### config.mk
export PLATFORM = sky130hd
export DESIGN_NAME = mem_dec_regs
export DESIGN_NICKNAME = d
export VERILOG_FILES = /design/src/rtl/mdr_pkg.sv /design/src/rtl/mdr_global_regs.sv /design/src/rtl/mdr_dec_slot.sv /design/src/rtl/mem_dec_regs.sv
export SDC_FILE = /design/constraint.sdc
export NUM_CORES = 1
export LEC_CHECK = 0
export BUFFER_PORTS_ARGS = -buffer_cell sky130_fd_sc_hd__buf_4
export CAP_MARGIN = 20
export CORE_MARGIN = 4
export CORE_UTILIZATION = 67
export DETAILED_ROUTE_END_ITERATION = 8
export PLACE_DENSITY = 0.92
export REMOVE_ABC_BUFFERS = 1
export SLEW_MARGIN = 20
export SYNTH_ARGS = -nofsm -noshare
export SYNTH_HDL_FRONTEND = slang
export SYNTH_SLANG_ARGS = --single-unit
### constraint.sdc
create_clock -name clk_i -period 3.65 [get_ports clk_i]
set_input_delay 0.365 -clock clk_i [delete_from_list [all_inputs] [get_ports clk_i]]
set_output_delay 0.365 -clock clk_i [all_outputs]
set_load 0.02 [all_outputs]
### src/rtl/mdr_pkg.sv
package mdr_pkg;
  localparam int unsigned SLOT_REGS     = 8;   // word slots per decoder, last unused
  localparam int unsigned IDX_CTRL      = 4;
  localparam int unsigned IDX_TGT_LO    = 5;
  localparam int unsigned BIT_COMMIT    = 9;
  localparam int unsigned BIT_COMMITTED = 10;
  localparam int unsigned BIT_ERR       = 11;
  localparam int unsigned DEC_BASE_WORD = 4;   // decoders start at byte 0x10

  function automatic logic [3:0] count_code(int unsigned n);
    case (n)
      1: return 4'h0;   2: return 4'h1;   4: return 4'h2;   6: return 4'h3;
      8: return 4'h4;   10: return 4'h5;  12: return 4'h6;  14: return 4'h7;
      16: return 4'h8;  20: return 4'h9;  24: return 4'hA;  28: return 4'hB;
      32: return 4'hC;
      default: return 4'h0;
    endcase
  endfunction

  function automatic logic [31:0] cap_word(int unsigned n);
    logic [31:0] c;
    c        = '0;
    c[3:0]   = count_code(n);
    c[7:4]   = 4'd1;
    c[8]     = 1'b1;
    c[9]     = 1'b1;
    c[10]    = 1'b0;
    return c;
  endfunction

  function automatic logic [31:0] slot_mask(int unsigned idx, bit is_ep);
    case (idx)
      0, 2:    return 32'hF000_0000;
      1, 3, 6: return 32'hFFFF_FFFF;
      4:       return 32'h0000_13FF;
      5:       return is_ep ? 32'hF000_0000 : 32'hFFFF_FFFF;
      default: return 32'h0;
    endcase
  endfunction

  function automatic logic [31:0] merge(logic [31:0] old, logic [31:0] wd, logic [31:0] m);
    return (wd & m) | (old & ~m);
  endfunction
endpackage

### src/rtl/mdr_global_regs.sv
module mdr_global_regs #(
  parameter int unsigned NUM_DEC = 4
) (
  input  logic        clk_i,
  input  logic        rst_ni,
  input  logic        gctrl_wr_i,
  input  logic [31:0] wdata_i,
  output logic [31:0] cap_o,
  output logic [31:0] gctrl_o
);
  import mdr_pkg::*;
  localparam logic [31:0] GCTRL_MASK = 32'h0000_0003;

  logic [31:0] gctrl_q;

  always_ff @(posedge clk_i or negedge rst_ni) begin
    if (!rst_ni)         gctrl_q <= '0;
    else if (gctrl_wr_i) gctrl_q <= merge(gctrl_q, wdata_i, GCTRL_MASK);
  end

  assign cap_o   = cap_word(NUM_DEC);
  assign gctrl_o = gctrl_q;
endmodule

### src/rtl/mdr_dec_slot.sv
module mdr_dec_slot #(
  parameter bit IS_ENDPOINT = 1'b1
) (
  input  logic        clk_i,
  input  logic        rst_ni,
  input  logic        wr_i,
  input  logic [2:0]  idx_i,
  input  logic [31:0] wdata_i,
  output logic [31:0] rdata_o,
  output logic        committed_o,
  output logic        error_o
);
  import mdr_pkg::*;
  localparam int unsigned NREG = SLOT_REGS - 1;

  logic [31:0] regs_q [NREG];

  for (genvar r = 0; r < NREG; r++) begin : g_reg
    localparam logic [31:0] MASK = slot_mask(r, IS_ENDPOINT);
    logic [31:0] nxt;
    always_comb begin
      nxt = merge(regs_q[r], wdata_i, MASK);
      if (r == IDX_CTRL) begin
        nxt[BIT_COMMITTED] = nxt[BIT_COMMIT];
        nxt[BIT_ERR]       = 1'b0;
      end
    end
    always_ff @(posedge clk_i or negedge rst_ni) begin
      if (!rst_ni)                       regs_q[r] <= '0;
      else if (wr_i && idx_i == 3'(r))   regs_q[r] <= nxt;
    end
  end

  always_comb begin
    rdata_o = '0;
    for (int r = 0; r < NREG; r++)
      if (idx_i == 3'(r)) rdata_o = regs_q[r];
  end

  assign committed_o = regs_q[IDX_CTRL][BIT_COMMITTED];
  assign error_o     = regs_q[IDX_CTRL][BIT_ERR];
endmodule

### src/rtl/mem_dec_regs.sv
module mem_dec_regs #(
  parameter int unsigned NUM_DEC     = 4,
  parameter int unsigned ADDR_W      = 8,
  parameter bit          IS_ENDPOINT = 1'b1
) (
  input  logic              clk_i,
  input  logic              rst_ni,
  input  logic              req_i,
  input  logic              we_i,
  input  logic              wide_i,
  input  logic [ADDR_W-1:0] addr_i,
  input  logic [31:0]       wdata_i,
  output logic              rvalid_o,
  output logic [31:0]       rdata_o
);
  import mdr_pkg::*;
  localparam int unsigned WORD_W = ADDR_W - 2;
  localparam int unsigned SLOT_W = WORD_W - 3;

  logic [WORD_W-1:0] word, rel;
  logic [SLOT_W-1:0] slot;
  logic [2:0]        idx;
  logic              in_dec, dw_wr, rd_req;
  logic              unused_lsb;
  logic [31:0]       cap, gctrl, rd_mux;
  logic [31:0]       slot_rd [NUM_DEC];
  logic [NUM_DEC-1:0] dec_committed, dec_error, slot_hit;

  assign unused_lsb = ^addr_i[1:0];
  assign word   = addr_i[ADDR_W-1:2];
  assign in_dec = word >= WORD_W'(DEC_BASE_WORD);
  assign rel    = word - WORD_W'(DEC_BASE_WORD);
  assign slot   = rel[WORD_W-1:3];
  assign idx    = rel[2:0];
  assign dw_wr  = req_i & we_i & ~wide_i;
  assign rd_req = req_i & ~we_i;

  mdr_global_regs #(.NUM_DEC(NUM_DEC)) i_glob (
    .clk_i     (clk_i),
    .rst_ni    (rst_ni),
    .gctrl_wr_i(dw_wr && word == WORD_W'(1)),
    .wdata_i   (wdata_i),
    .cap_o     (cap),
    .gctrl_o   (gctrl)
  );

  for (genvar k = 0; k < NUM_DEC; k++) begin : g_dec
    assign slot_hit[k] = in_dec && slot == SLOT_W'(k);
    mdr_dec_slot #(.IS_ENDPOINT(IS_ENDPOINT)) i_slot (
      .clk_i      (clk_i),
      .rst_ni     (rst_ni),
      .wr_i       (dw_wr && slot_hit[k]),
      .idx_i      (idx),
      .wdata_i    (wdata_i),
      .rdata_o    (slot_rd[k]),
      .committed_o(dec_committed[k]),
      .error_o    (dec_error[k])
    );
  end

  always_comb begin
    rd_mux = '0;
    if (word == WORD_W'(0))      rd_mux = cap;
    else if (word == WORD_W'(1)) rd_mux = gctrl;
    for (int k = 0; k < NUM_DEC; k++)
      if (slot_hit[k]) rd_mux = slot_rd[k];
  end

  always_ff @(posedge clk_i or negedge rst_ni) begin
    if (!rst_ni) begin
      rvalid_o <= 1'b0;
      rdata_o  <= '0;
    end else begin
      rvalid_o <= rd_req;
      if (rd_req) rdata_o <= wide_i ? 32'h0 : rd_mux;
    end
  end
endmodule

-- After elaboration in Yosys (flattened, before gate mapping)
Cells that the tools add are included.
- word-level logic and storage cells: 140
- register bits after elaboration: 957
- bits in read-only memories: 0
- memory bits (writable): 0
- latch bits: 0
- memories kept: 0
- input port bits: 45
- output and inout port bits: 33
- multipliers: 0
- $lt $le $gt $ge: 1
- shift operators: 0
- div/mod/pow operators: 0
- bitwise logic cells: 22
- add/subtract/negate cells: 1
- multiplexer cells: 35
- reduce and logical (&&, ||, !) cells: 40
- equality and inequality tests: 10
- operator list (cell ; number):
    $mux 32 ; 35
    $or 32x28->32 ; 12
    $or 13x32->32 ; 4
    $logic_and 1x1->1 ; 37
    $or 2x32->32 ; 1
    $eq 3x2->1 const B ; 4
    $eq 3x3->1 const B ; 3
    $eq 3x1->1 const B ; 2
    $eq 6x1->1 const B ; 1
    $ge 6x3->1 const B ; 1
    $logic_not 3->1 ; 2
    $logic_not 6->1 ; 1
    $sub 6x3->6 const B ; 1
    $and 1x1->1 ; 3
    $not 1->1 ; 2

-- Longest topological paths before layout
Gate-level depths: netlist (run 1).
- depth after elaboration: 14
- gate-level depth with buffers: 12
- gate-level depth less buffers: 8

-- Modules after synthesis
Synthesis (run 1) repeated with hierarchy kept, for this count alone.
- cells, all modules: 1928
- area, all modules: 25263.0 um^2
- modules (own cells, without submodules) (module ; cells an instance ; times used ; area each (um^2) ; seq. area each (um^2)):
    mdr_dec_slot (g_dec[1].i_slot ...) ; 372 ; 3 ; 5387.7 ; 2977.9
    mdr_dec_slot (g_dec[0].i_slot) ; 371 ; 1 ; 5380.2 ; 2977.9
    mem_dec_regs ; 373 ; 1 ; 3174.3 ; 825.8
    mdr_global_regs ; 68 ; 1 ; 545.5 ; 50.0

-- Worst setup path after synthesis (run 1)
OpenSTA, ideal clock, no wires.
- kind: input to register
- start point: input addr_i[4]
- end point: register g_dec[2].i_slot.regs_q[97] (netlist name)
- arrival: 2.594 ns
- required time: 3.525 ns
- stages: 12
- slack: 0.931 ns
- path buffers: 4
- setup time: 0.125 ns
- path through: buf_2 -> inv_1 -> clkbuf_1 -> ha_1 -> nor2b_1 -> nand4b_1 -> nand2_1 -> buf_4 -> nand2_1 -> nor3_4 -> buf_4 -> mux2_2
- word-level cells in the longest chain between the ends: 5
- RTL lines (element ; line ; text):
    start: declaration ; mem_dec_regs.sv:11 ; input logic [ADDR_W-1:0] addr_i,
    $sub 6x3->6 ; mem_dec_regs.sv:32 ; assign rel = word - WORD_W'(DEC_BASE_WORD);
    $eq 3x2->1 ; mem_dec_regs.sv:48 ; assign slot_hit[k] = in_dec && slot == SLOT_W'(k);
    $logic_and 1x1->1 ; mem_dec_regs.sv:48 ;
    $logic_and 1x1->1 ; mem_dec_regs.sv:52 ; .wr_i (dw_wr && slot_hit[k]),
    $logic_and 1x1->1 * ; mdr_dec_slot.sv:30 ; else if (wr_i && idx_i == 3'(r)) regs_q[r] <= nxt;
    end signal: indexed assignment ; mdr_dec_slot.sv:30 ;
    end: declaration ; mdr_dec_slot.sv:16 ; logic [31:0] regs_q [NREG];
Mark *: on every way between the ends. The rest lies on a longest branch, timed or not.
A chain may end at the register's enable or synchronous reset.

-- Worst setup path after layout (run 1)
- start point: input addr_i[4]
- end point: register g_dec[3].i_slot.regs_q[173] (netlist name)
- word-level cells in the longest chain between the ends: 5
- RTL lines (element ; line):
    $sub 6x3->6 ; mem_dec_regs.sv:32
    $eq 3x2->1 ; mem_dec_regs.sv:48
    $logic_and 1x1->1 ; mem_dec_regs.sv:48
    $logic_and 1x1->1 ; mem_dec_regs.sv:52
    $logic_and 1x1->1 * ; mdr_dec_slot.sv:30
    end signal: indexed assignment ; mdr_dec_slot.sv:30
    end: declaration ; mdr_dec_slot.sv:16
Marked as above.

==> results of run 1 <==
-- kinds of logic after synthesis --
group,count (synthesis),synth area share (%)
and+or+nand+nor,209,4.55
muxes,502,24.8
adders and majority gates,3,0.162
AOI/OAI and AO/OA,349,11.8
buffers and inverters,172,3.57
DFF,511,55.1
-- state kept, by name (all words and copies together) (netlist names) --
name and cells:
g_dec.i_slot.committed_o 4, i_glob.gctrl_o 2, rdata_o 32, g_dec.i_slot.regs_q 472, rvalid_o 1
-- power groups by stage --
stage	combinational [W]	sequential, W	clock (W)
global route	0.00123	0.00617	0.00539
floorplan	0.000565	0.00619	0
global placement	0.00105	0.00619	0
CTS	0.00113	0.00613	0.00514
detailed placement	0.00110	0.00622	0
finish	0.00114	0.00614	0.00514
-- final cells by class --
type	instances	share of cell area, %
Sequential cell	511	49.5
Multi-Input combinational cell	1063	37.4
Clock buffer	79	6.02
Timing Repair Buffer	139	4.61
Tap cell	448	2.17
Clock inverter	8	0.252
Inverter	5	0.0727
Antenna cell	2	0.0194
-- worst min-delay path by stage --
stage | start | endpoint | slack [ns] | depth (start not counted)
6_report | wdata_i[19] | g_dec[0].i_slot.regs_q[115]$_DFFE_PN0P_ | 0.13 | 2
5_1_grt | wdata_i[18] | g_dec[3].i_slot.regs_q[114]$_DFFE_PN0P_ | 0.13 | 2
3_5_place_dp | rst_ni | g_dec[0].i_slot.regs_q[188]$_DFFE_PN0P_ | 0.47 | 1
3_3_place_gp | rst_ni | g_dec[0].i_slot.regs_q[61]$_DFFE_PN0P_ | 0.46 | 1
2_1_floorplan | rst_ni | g_dec[0].i_slot.committed_o$_DFFE_PN0P_ | 0.07 | 0
4_1_cts | wdata_i[19] | g_dec[0].i_slot.regs_q[115]$_DFFE_PN0P_ | 0.11 | 2
-- timing repair --
item | CTS | global route
hold buffers | 1 | 0
hold endpoints to repair | 91 | 0
setup endpoints to repair | 0 | 0
-- per-stage QoR --
step / area (um^2) / utilization [%] / hold slack (ns) / setup slack (ns)
finish: 25800 / 76.3 / 0.133 / 0.964
detailed placement: 24200 / 71.4 / 0.468 / 0.505
floorplan: 22400 / - / 0.0694 / -2.28
CTS: 25800 / 76.3 / 0.111 / 1.09
global route: 25800 / 76.3 / 0.134 / 0.878
global placement: 24200 / 71.4 / 0.460 / 0.591
-- routing by layer --
metal / part of all wire, % / track usage, % / wire, um
met5: 0 / 0 / 0
met4: 5.9 / 17.4 / 3710
met2: 47 / 51.9 / 30000
met3: 9.8 / 6.57 / 6210
met1: 37 / 44.8 / 23200
-- cell usage in the layout, fill, tap and decap left out, types with 5 or more instances in the layout --
master / count
mux2_2: 454
dfrtp_1: 511
o21ai_0: 32
a221o_1: 8
nor2_4: 14
mux2i_1: 12
a32oi_1: 5
nor3_1: 26
a22o_1: 67
buf_4: 126
clkbuf_1: 13
nand2_1: 47
nor2b_1: 5
nor2_1: 67
mux4_2: 10
clkbuf_16: 53
a22oi_1: 55
nand3_1: 10
a21oi_1: 32
clkinv_2: 7
clkbuf_8: 13
a221oi_1: 114
or3_1: 17
o211ai_1: 6
buf_12: 11
mux2_1: 26
==> results_dict.tcl, run 1 <==
set metrics [dict create \
    status "finished clean" \
    crit_type "input port to flop" \
    r2r_end "rdata_o[30]$_DFFE_PN0P_" \
    fin_nets 1819 \
    place.gp.congestion 0.835 \
    comb_power_share_pct 9.2 \
    hold_violations 0 \
    path_cells "buf_4 > inv_1 > ha_2 > inv_2 > nand3_1 > nor2_4 > buf_4 > mux2_2" \
    place_hpwl_um 35400 \
    yosysWarnings 0 \
    setup-violations-final 0 \
    die_area_um2 37700 \
    layout-drive-gt1-share_pct 39.1 \
    ff_latch_area_um2 12800 \
    peakVddDrop_v 0.000322 \
    cts_max_path_buffers 3 \
    clock_sinks 511 \
    yosysMostFrequentCell "dfrtp_1" \
    p_int_w 0.00939 \
    clock_latency_ns 0.56 \
    pin_count 78 \
    grt_usage_pct 33.2 \
    synth-main-ff-cell "dfrtp_1" \
    die_h_um 194 \
    start_util_pct 68.5 \
    nFillCells 1851 \
    synth_cells 1746 \
    syn_area_um2 23200 \
    first_global_vias 17421 \
    root_buffer "clkbuf_16" \
    dr.pass1.iters 6 \
    grt_max_degree 104 \
    cts.htree.levels 2 \
    r2r_cells 6 \
    yosys.area.top_type_share_pct 55.1 \
    drt_first_iter_violations 1862 \
    syn2layout_area_growth_pct 11.3 \
    num_rows 67 \
    postRouteAntennaNets 0 \
    path_common_cell "buf_4" \
    fin_crit_sh_pct 73.6 \
    synthArstFlopShare_pct 100 \
    crit_path_start "addr_i[4]" \
    drcViolationCount 0 \
    wl_per_cell_um 28.0 \
    num_vias 16373 \
    cts_resized 0 \
    die_w_um 194 \
    grt-ovfl-total 0 \
    core_um2 33900 \
    cp.arrival_ns 3.13 \
    p_sw_w 0.00303 \
    synthTopCellsByArea "dfrtp_1 (55%), mux2_2 (22%), a221oi_1 (4.3%)" \
    finalPower_w 0.0124 \
    post-cts-setup-buffer-count 0 \
    synth.avg_cell_area_um2 13.3 \
    fmax_ghz 0.372 \
    switching_share_pct 24.4 \
    numCtsBuffers 51 \
    cp.depth 8 \
    ff2ff_setup_slack_ns 1.89 \
    ys_ff_latch 511 \
    power_density_nw_per_um2 481 \
    seq_area_frac_synth_pct 55.1 \
    critical_path.top_delay_family "buffers and inverters" \
    tritoncts "yes" \
    portBuffers 75 \
    clk_pin_slew_ns 0.06 \
    setup.worst_path.end "g_dec[3].i_slot.regs_q[173]$_DFFE_PN0P_" \
    fin_setup_tns_ns 0 \
    clockPowerShare_pct 41.4 \
    yosysUniqueCellTypes 56 \
    p_leak_nw 12.3 \
    critPathBufInv 4 \
    grt_pass1_wl_um 100000 \
    drv_slew 0 \
    final_cells 2255 \
    pwr-share-seq_pct 49.4 \
    critPathCaptureType "flop" \
    cp.required_ns 4.09 \
    via_per_inst 7.26 \
    rsz0062_at_grt "false" \
    cp_slowest_cell "nand3_1" \
    slowest_delay_ns 0.51 \
    antenna_found_initial 2 \
    synth_top_area_cell "dfrtp_1" \
    multi_input_area_um2 9650 \
    hp-class "input port to flop" \
    synth_edf_count 0 \
    wirelength_um 63200 \
    r2r_start "g_dec[1].i_slot.regs_q[126]$_DFFE_PN0P_" \
    tightest_slew_ns 1.00 \
    start_kind "input port" \
    worst-path-max-fanout 19 \
    slew-limit-headroom_pct 33.1 \
    finClkSkew_ns 0.00803 \
    period_minus_slack_ns 2.69 \
    dp_cells 2165 \
    cap_violations 0 \
    synthTopCellsByCount "dfrtp_1 (511), mux2_2 (454), a221oi_1 (114)" \
]
(Power assumes the default switching activity.)
==> run 2: changes to the inputs <==
--- a/config.mk
+++ b/config.mk
@@ -5,12 +5,13 @@
 export SDC_FILE = /design/constraint.sdc
 export NUM_CORES = 1
 export LEC_CHECK = 0
+export ABC_AREA = 1
 export BUFFER_PORTS_ARGS = -buffer_cell sky130_fd_sc_hd__buf_4
 export CAP_MARGIN = 20
 export CORE_MARGIN = 4
-export CORE_UTILIZATION = 67
+export CORE_UTILIZATION = 56
 export DETAILED_ROUTE_END_ITERATION = 8
-export PLACE_DENSITY = 0.92
+export PLACE_DENSITY = 0.83
 export REMOVE_ABC_BUFFERS = 1
 export SLEW_MARGIN = 20
 export SYNTH_ARGS = -nofsm -noshare
==> constraint.sdc (replaced) <==
create_clock -name clk_i -period 2.2 [get_ports clk_i]
set_input_delay 0.22 -clock clk_i [delete_from_list [all_inputs] [get_ports clk_i]]
set_output_delay 0.22 -clock clk_i [all_outputs]
set_load 0.02 [all_outputs]
==> results_dict.tcl, run 2 <==
set metrics [dict create \
    clock_sinks 511 \
    nFillCells 3007 \
    fin_nets 2818 \
    ys_ff_latch 511 \
    syn2layout_area_growth_pct 14.4 \
    switching_share_pct 24.6 \
    synthTopCellsByArea "dfrtp_1 (56%), nand2_1 (16%), o21ai_0 (10%)" \
    clockPowerShare_pct 42.7 \
    cap_violations 0 \
    place_hpwl_um 37700 \
    worst-path-max-fanout 22 \
    clock_latency_ns 0.60 \
    cts_max_path_buffers 3 \
    rsz0062_at_grt "false" \
    regMostFlops "g_dec.i_slot.regs_q" \
    place_ws_ns -0.0417 \
    cp.required_ns 2.69 \
    n_antenna_cell 0 \
    final_core_util_pct 65.3 \
    cp_slowest_cell "dlygate4sd3_1" \
    power_density_nw_per_um2 812 \
    p_int_w 0.0160 \
    synthTopCellsByCount "nand2_1 (957), dfrtp_1 (511), o21ai_0 (458)" \
    antenna_found_initial 0 \
    syn_area_um2 22900 \
    via_per_inst 5.91 \
    die_w_um 210 \
    synth_top_area_cell "dfrtp_1" \
    fin_crit_sh_pct 83.7 \
    tightest_slew_ns 0.806 \
    num_rows 73 \
    die_area_um2 44100 \
    portBuffers 75 \
    setup-violations-final 0 \
    largest_reg_flops 472 \
    p_sw_w 0.00523 \
    p_leak_nw 12.7 \
    pwr-share-seq_pct 48.1 \
    hold_violations 0 \
    grt-ovfl-total 0 \
    start_kind "input port" \
    postRouteAntennaNets 0 \
    slew-limit-headroom_pct 46.2 \
    seq_area_frac_synth_pct 55.9 \
    period_minus_slack_ns 1.84 \
    core_um2 40100 \
    hp-class "input port to flop" \
    numCtsBuffers 51 \
    path_cells "dlygate4sd3_1 > buf_4 > nand3_2 > nor2_8 > nand2_2 > o21ai_0" \
    yosys.area.top_type_share_pct 55.9 \
    synthArstFlopShare_pct 100 \
    critPathCaptureType "flop" \
    yosysMostFrequentCell "nand2_1" \
    finClkSkew_ns 0.0133 \
    layout_common_cells "nand2_1 (957), dfrtp_1 (511), o21ai_0 (458)" \
    slowest_delay_ns 0.53 \
    finalPower_w 0.0212 \
    synth_edf_count 0 \
    grt_usage_pct 28.4 \
    cp.arrival_ns 2.33 \
    cts.htree.levels 2 \
    die_h_um 210 \
    status "finished clean" \
    first_global_vias 19916 \
    dr.pass1.iters 6 \
    peakVddDrop_v 0.000580 \
    synth.avg_cell_area_um2 8.33 \
    wirelength_um 62400 \
    worst_slack_ns 0.359 \
    crit_type "input port to flop" \
    tritoncts "yes" \
    pin_count 78 \
    grt_pass1_wl_um 103000 \
    clk_pin_slew_ns 0.06 \
    critical_path.top_delay_family "simple AND/OR/NAND/NOR gates" \
    fmax_ghz 0.543 \
    yosysWarnings 0 \
    start_util_pct 57.0 \
    final_common_cell "nand2_1" \
    yosysUniqueCellTypes 35 \
    grt_max_degree 73 \
    drv_slew 0 \
    synth-main-ff-cell "dfrtp_1" \
    place.gp.congestion 0.836 \
    root_buffer "clkbuf_16" \
    critPathBufInv 2 \
    num_vias 19703 \
    drcViolationCount 0 \
    synth_cells 2745 \
    drt_first_iter_violations 2240 \
    layout-drive-gt1-share_pct 11.2 \
    comb_power_share_pct 9.3 \
    wl_per_cell_um 18.7 \
]
-- run 2: cell count changes after synthesis, sizes merged, moves of 19 or more --
cell and change:
inv +52, a22oi -37, or3 -19, buf +20, mux2 -480, nand2 +928, nor2 +28, o21ai +533
a221oi -114, nor3 -26, a22o -65, nand3 +130, a21oi +84
-- run 2: timing repair --
item | CTS | global route
hold buffers | 3 | 0
hold endpoints to repair | 51 | 0
buffers inserted | 0 | 0
resized for setup | 0 | 0
-- run 2: logic make-up after synthesis --
| family | count (synthesis) | share of synthesized area [%] |
|---|---|---|
| DFF | 511 | 55.9 |
| AOI/OAI and AO/OA | 724 | 16.2 |
| xor gates and xnor gates | 1 | 0.0383 |
| adders and majority gates | 3 | 0.164 |
| and+or+nand+nor | 1250 | 22.6 |
| buffers and inverters | 256 | 5.05 |
-- run 2: metrics by stage --
stage	hold WS, ns	std cells	setup TNS, ns	area, um^2
2_1_floorplan	-0.0756	2546	-851.94	21900
3_3_place_gp	0.235	3239	0	24400
3_5_place_dp	0.244	3239	-0.0757	24400
4_1_cts	0.00958	3336	0	26200
5_1_grt	0.0663	3336	0	26200
6_report	0.0325	3336	0	26200
-- run 2: final timing paths --
| path | startpoint | to | slack (ns) | depth (start not counted) |
|---|---|---|---|---|
| hold reg to reg | rdata_o[9]$_DFFE_PN0P_ | rdata_o[9]$_DFFE_PN0P_ | 0.48 | 2 |
| min in group asynchronous | rst_ni | g_dec[2].i_slot.regs_q[221]$_DFFE_PN0P_ | 0.21 | 2 |
| setup reg to reg | g_dec[0].i_slot.regs_q[158]$_DFFE_PN0P_ | rdata_o[30]$_DFFE_PN0P_ | 0.71 | 12 |
| setup / recovery | we_i | g_dec[3].i_slot.regs_q[66]$_DFFE_PN0P_ | 0.36 | 6 |
| hold / removal | wdata_i[18] | g_dec[2].i_slot.regs_q[114]$_DFFE_PN0P_ | 0.03 | 3 |
| max in group asynchronous | rst_ni | g_dec[2].i_slot.regs_q[66]$_DFFE_PN0P_ | 1.18 | 3 |
-- run 2: area by class of cell --
type | count | area (um^2) | area share [%]
Timing Repair Buffer | 171 | 1800 | 6.87
Sequential cell | 511 | 12800 | 48.9
Clock inverter | 13 | 183 | 0.698
Multi-Input combinational cell | 1978 | 8940 | 34.2
Clock buffer | 81 | 1590 | 6.08
Tap cell | 525 | 657 | 2.51
Inverter | 57 | 216 | 0.827
-- run 2: worst register-to-register path, stage by stage (launching register included) --
cell and delay (ns):
dfrtp_1 0.39, o21ai_0 0.20, nand3_1 0.15, nand2_1 0.09, nand2_1 0.05, nand2_1 0.05
nand2_1 0.04, nand2_1 0.11, nand2_1 0.07, nand2_1 0.06, nand2_1 0.05, nand2_1 0.08
nand2_1 0.05
-- run 2: layer usage --
layer  vias to the layer above  global-route usage, %  routed length [um]
met5                         -                      0                   0
met4                         0                   11.0                2000
met3                       161                   5.52                5640
met2                       959                   46.5               29800
met1                      9515                   38.1               24900
li1                       9068                      -                   -
-- run 2: power groups by stage --
stage                     combinational, W  clock, W  sequential (W)
after floorplan                   0.000964         0          0.0104
after global placement             0.00187         0          0.0103
after detailed placement           0.00194         0          0.0104
after CTS                          0.00197   0.00915          0.0102
after global routing               0.00221   0.00952          0.0103
final                              0.00197   0.00907          0.0102
